<file path="config.mk">
export PLATFORM = sky130hd
export DESIGN_NAME = ecs_framer
export DESIGN_NICKNAME = d
export VERILOG_FILES = /design/src/rtl/ecs_pkg.sv /design/src/rtl/ecs_edge_latch.sv /design/src/rtl/ecs_frame_build.sv /design/src/rtl/ecs_shift_core.sv /design/src/rtl/ecs_line_gate.sv /design/src/rtl/ecs_framer.sv
export SDC_FILE = /design/constraint.sdc
export NUM_CORES = 1
export LEC_CHECK = 0
export CORE_UTILIZATION = 58
export CTS_BUF_LIST = sky130_fd_sc_hd__clkbuf_2
export DETAILED_ROUTE_END_ITERATION = 8
export DONT_BUFFER_PORTS = 1
export PLACE_DENSITY = 0.76
export SLEW_MARGIN = 20
export SYNTH_ARGS = -nofsm -noshare
export SYNTH_HDL_FRONTEND = slang
export SYNTH_SLANG_ARGS = --single-unit
</file>
<file path="constraint.sdc">
create_clock -name clk_i -period 1.3 [get_ports clk_i]
set_input_delay 0.065 -clock clk_i [delete_from_list [all_inputs] [get_ports clk_i]]
set_output_delay 0.065 -clock clk_i [all_outputs]
set_load 0.005 [all_outputs]
</file>
<file path="src/rtl/ecs_pkg.sv">
package ecs_pkg;
  localparam int FRAME_OVH = 2;

  typedef enum logic {
    EDGE_FALL = 1'b0,
    EDGE_RISE = 1'b1
  } edge_sel_e;

  function automatic logic [31:0] sync_payload(input int w);
    logic [31:0] p;
    p = '0;
    for (int k = 0; k < w / 2; k++) p[k] = 1'b1;
    return p;
  endfunction
endpackage

</file>
<file path="src/rtl/ecs_edge_latch.sv">
module ecs_edge_latch #(
  parameter int DATA_W = 10
) (
  input  logic              clk_i,
  input  logic              rst_ni,
  input  logic              word_clk_i,
  input  logic              edge_sel_i,
  input  logic [DATA_W-1:0] data_i,
  output logic [DATA_W-1:0] hold_o
);
  import ecs_pkg::*;

  logic wclk_q;
  logic rise, fall, take;

  assign rise = word_clk_i & ~wclk_q;
  assign fall = ~word_clk_i & wclk_q;
  assign take = (edge_sel_e'(edge_sel_i) == EDGE_RISE) ? rise : fall;

  always_ff @(posedge clk_i or negedge rst_ni) begin
    if (!rst_ni) begin
      wclk_q <= 1'b0;
      hold_o <= '0;
    end else begin
      wclk_q <= word_clk_i;
      if (take) hold_o <= data_i;
    end
  end
endmodule

</file>
<file path="src/rtl/ecs_frame_build.sv">
module ecs_frame_build #(
  parameter int DATA_W  = 10,
  localparam int FRAME_W = DATA_W + ecs_pkg::FRAME_OVH
) (
  input  logic               sync_i,
  input  logic [DATA_W-1:0]  word_i,
  output logic [FRAME_W-1:0] frame_o
);
  localparam int ONES = DATA_W / 2;

  logic [DATA_W-1:0] payload;

  for (genvar k = 0; k < DATA_W; k++) begin : g_pay
    if (k < ONES) begin : g_one
      assign payload[k] = sync_i | word_i[k];
    end else begin : g_zero
      assign payload[k] = ~sync_i & word_i[k];
    end
  end

  // bit 0 leaves first: start 1, payload LSB first, stop 0
  assign frame_o = {1'b0, payload, 1'b1};
endmodule

</file>
<file path="src/rtl/ecs_shift_core.sv">
module ecs_shift_core #(
  parameter int FRAME_W = 12,
  localparam int CNT_W  = $clog2(FRAME_W)
) (
  input  logic               clk_i,
  input  logic               rst_ni,
  input  logic               pwrdn_ni,
  input  logic               bit_en_i,
  input  logic [FRAME_W-1:0] frame_i,
  output logic               line_bit_o,
  output logic               act_o,
  output logic [CNT_W-1:0]   cnt_o,
  output logic [FRAME_W-1:0] sh_o
);
  localparam logic [CNT_W-1:0] LAST = CNT_W'(FRAME_W - 1);

  logic boundary;
  assign boundary   = ~act_o | (cnt_o == LAST);
  assign line_bit_o = sh_o[0];

  always_ff @(posedge clk_i or negedge rst_ni) begin
    if (!rst_ni) begin
      act_o <= 1'b0;
      cnt_o <= '0;
      sh_o  <= '0;
    end else if (!pwrdn_ni) begin
      act_o <= 1'b0;
      cnt_o <= '0;
      sh_o  <= '0;
    end else if (bit_en_i) begin
      if (boundary) begin
        sh_o  <= frame_i;
        cnt_o <= '0;
        act_o <= 1'b1;
      end else begin
        sh_o  <= {1'b0, sh_o[FRAME_W-1:1]};
        cnt_o <= cnt_o + CNT_W'(1);
      end
    end
  end
endmodule

</file>
<file path="src/rtl/ecs_line_gate.sv">
module ecs_line_gate (
  input  logic act_i,
  input  logic pwrdn_ni,
  input  logic oe_i,
  input  logic line_bit_i,
  output logic ser_o,
  output logic drive_en_o
);
  assign drive_en_o = act_i & pwrdn_ni & oe_i;
  assign ser_o      = drive_en_o & line_bit_i;
endmodule

</file>
<file path="src/rtl/ecs_framer.sv">
module ecs_framer #(
  parameter int DATA_W = 10,
  localparam int FRAME_W = DATA_W + ecs_pkg::FRAME_OVH,
  localparam int CNT_W   = $clog2(FRAME_W)
) (
  input  logic              clk_i,
  input  logic              rst_ni,
  input  logic              bit_en_i,
  input  logic              word_clk_i,
  input  logic              edge_sel_i,
  input  logic [DATA_W-1:0] data_i,
  input  logic              sync_i,
  input  logic              pwrdn_ni,
  input  logic              oe_i,
  output logic              ser_o,
  output logic              drive_en_o
);
  logic [DATA_W-1:0]  hold;
  logic [FRAME_W-1:0] frame_nxt;
  logic [FRAME_W-1:0] frm_sh;
  logic [CNT_W-1:0]   frm_cnt;
  logic               frm_act;
  logic               line_bit;

  ecs_edge_latch #(.DATA_W(DATA_W)) u_latch (
    .clk_i      (clk_i),
    .rst_ni     (rst_ni),
    .word_clk_i (word_clk_i),
    .edge_sel_i (edge_sel_i),
    .data_i     (data_i),
    .hold_o     (hold)
  );

  ecs_frame_build #(.DATA_W(DATA_W)) u_build (
    .sync_i  (sync_i),
    .word_i  (hold),
    .frame_o (frame_nxt)
  );

  ecs_shift_core #(.FRAME_W(FRAME_W)) u_shift (
    .clk_i      (clk_i),
    .rst_ni     (rst_ni),
    .pwrdn_ni   (pwrdn_ni),
    .bit_en_i   (bit_en_i),
    .frame_i    (frame_nxt),
    .line_bit_o (line_bit),
    .act_o      (frm_act),
    .cnt_o      (frm_cnt),
    .sh_o       (frm_sh)
  );

  ecs_line_gate u_gate (
    .act_i      (frm_act),
    .pwrdn_ni   (pwrdn_ni),
    .oe_i       (oe_i),
    .line_bit_i (line_bit),
    .ser_o      (ser_o),
    .drive_en_o (drive_en_o)
  );
endmodule

</file>
==> metrics.txt <==
Clk Latency, worst-skew pair=~380 ps; Worst VDD drop=approximately 1000 uV; Vias=between 1000 and 1500; synthesized instance count=122; Max clock buf depth=2; CP endpoint=u_shift.sh_o[1]$_DFFE_PN0P_; global-route wire length before repair=around 5.3 mm; Crit path depth=5; status=finished with violations; I/O Pins=20; Die Y=between 50 and 60 um; gpl congestion=0.806; PnR worst setup slack=-143 ps; Routed WL per cell=21.6 um; reg-to-reg slack, setup=-140 ps; EDFF count, synth=0; Fin Clk Skew=~3.2 ps; R2R depth=5; failing checks=negative hold slack, negative setup slack; f_max=roughly 690 MHz; die width=~51 um; maximum capacitance violations=0; share of cells above drive strength 1=between 40% and 50%; IO buf count=0; Core Area=2230 um^2; unrepaired setup endpoints after global routing=yes; initial antenna violation count=0; Rows=17; hpwl dp=approximately 1.8 mm; final worst hold slack=-267 ps; CTS tree=built; Reg2Reg Launch Point=u_shift.cnt_o[1]$_DFFE_PN0P_; clk slew on worst S/H paths=between 200 and 300 ps; Final Net Count=170; Layout area overhead=39.5%; Slew headroom=56.5%; Buf/Inv on CP=1; worst path cell trace=ha_4 -> buf_4 -> nand3b_4 -> a211oi_2 -> o32ai_1; Final Max Slew Viols=0; crit path kind=flop to flop; Slew @ Worst Pin=between 600 and 700 ps; final hold viol count=13; drt pass-1 iters=4; ANT nets after route=0; Post-synth ARST share=100%; commonest non-fill, non-tap cell in the layout=dfrtp_1; most frequent cells in the layout=dfrtp_1, dlygate4sd3_1, nand2_1, buf_4, mux2_4; Worst path top cell family by delay=flip-flops; slowest CP cell=dfrtp_1; vias in the first global route=roughly 1200; htree depth=1; crit share post-route=111%; Avg Inst Size Synth=11.3 um^2; CP max FO=6; Routed WL=slightly below 4 mm; CTS buffer count=3; Worst setup SP type=flop; crit path launch=u_shift.cnt_o[1]$_DFFE_PN0P_; GRT Overall Usage=28.2%; worst min path class=input port to flop; data required time of the worst path=around 1600 ps; Setup crit end kind=flop; Util after Layout=86.1%; gr ovfl total=0; Top FF cell, synth=dfrtp_1; die area=2580 um^2; critical path arrival=about 1700 ps; hold depth=1; Cell variety after synth=32; post-synthesis sequential area ratio=between 40% and 50%; Worst R2R End=u_shift.sh_o[1]$_DFFE_PN0P_; Yosys top cell by area=dfrtp_1; clock period minus worst slack=between 1000 and 1500 ps; root buffer cell=clkbuf_2; Leakage=between 0.8 and 0.9 nW; post-synth top area share=between 40% and 50%; # clock sinks=27; DR iter-0 viols=51; Antenna Cells=0; Starting Density=roughly three fifths; final setup fails=21; vias per inst=around 6.6; Area contributors post-synth=dfrtp_1, mux2_2, a211oi_1, nand2_1, nor3b_1; max incr delay on CP=480 ps; pin count of the biggest net entering global routing=28; Post-Syn Nets=roughly 140; mapped cell area=between 1000 and 1500 um^2; drt drc=0; Synth Register Bits=27; Place WS=-65.1 ps; Synth warnings=0; Pwr Density=a little over 900 nW/um^2
==> metal layers <==
metal / routed length (um) / track usage (%)
met5: 0 / 0
met3: 185 / 4.85
met4: 138 / 10.2
met2: 2000 / 48.4
met1: 1530 / 35.4
==> layout make-up <==
| type | count | area, um^2 |
|---|---|---|
| timing repair buffer | 33 | 337 |
| clock buffer | 4 | 20.0 |
| tap | 28 | 35.0 |
| sequential | 27 | 677 |
| multi-input combinational | 84 | 847 |
| fill | 88 | 310 |
| inverter | 2 | 7.51 |
==> how the worst min path moves through the flow <==
stage                                          to  startpoint
finish                u_shift.sh_o[3]$_DFFE_PN0P_    bit_en_i
global route          u_shift.sh_o[5]$_DFFE_PN0P_    bit_en_i
CTS                   u_shift.sh_o[1]$_DFFE_PN0P_    bit_en_i
detailed placement   u_shift.cnt_o[2]$_DFFE_PN0P_      rst_ni
global placement     u_shift.cnt_o[2]$_DFFE_PN0P_      rst_ni
floorplan           u_latch.hold_o[0]$_DFFE_PN0P_      rst_ni
==> flip-flops by register name (all words and copies together) (netlist names) <==
register	count
u_latch.wclk_q	1
u_latch.hold_o	10
u_shift.sh_o	11
u_shift.act_o	1
u_shift.cnt_o	4
==> synthesized netlist by cell type, types with 2 or more instances <==
cell and number:
nand3_1 4, o21a_1 6, a21boi_0 5, mux2_2 10, o2bb2ai_1 4, o21ai_0 3, nand2_1 14, buf_2 7
dfrtp_1 27, a211oi_1 9, nor3b_1 6, inv_1 2, o32ai_1 5, buf_6 2
==> power by group <==
part	switching, W	total [W]	leakage, nW	internal [W]
clock network	0.000268	0.000349	0.0166	0.0000810
registers	0.0000740	0.00100	0.343	0.000928
logic	0.000161	0.000390	0.512	0.000229
==> cell families after synthesis <==
group,count (synthesis),synth area share (%)
AOI/OAI and AO/OA,36,20.7
adders and majority gates,1,0.907
buffers and inverters,12,4.99
DFF,27,49.0
muxes,10,8.17
and+or+nand+nor,36,16.2
==> stage by stage <==
| step | cell area (um^2) | std cells | setup TNS (ps) | total power (W) |
|---|---|---|---|---|
| 6_report | 1920 | 178 | -1540 | 0.00174 |
| 5_1_grt | 1920 | 178 | -2400 | 0.00179 |
| 4_1_cts | 1740 | 174 | -353 | 0.00159 |
| 3_5_place_dp | 1430 | 150 | -502 | 0.00118 |
| 3_3_place_gp | 1430 | 150 | -16.2 | 0.00117 |
| 2_1_floorplan | 1380 | 122 | 0 | 0.00115 |
==> timing repair <==
| action | CTS | global route |
|---|---|---|
| hold buffers | 13 | 3 |
| gates resized for setup | 18 | 29 |
| endpoints found under the setup margin | 23 | 26 |
| hold endpoints to repair | 54 | 16 |
| buffers inserted | 5 | 2 |
| pin swaps | 11 | 10 |
| cloned | 2 | 1 |
Note: power is estimated with default switching activity, not from simulation.
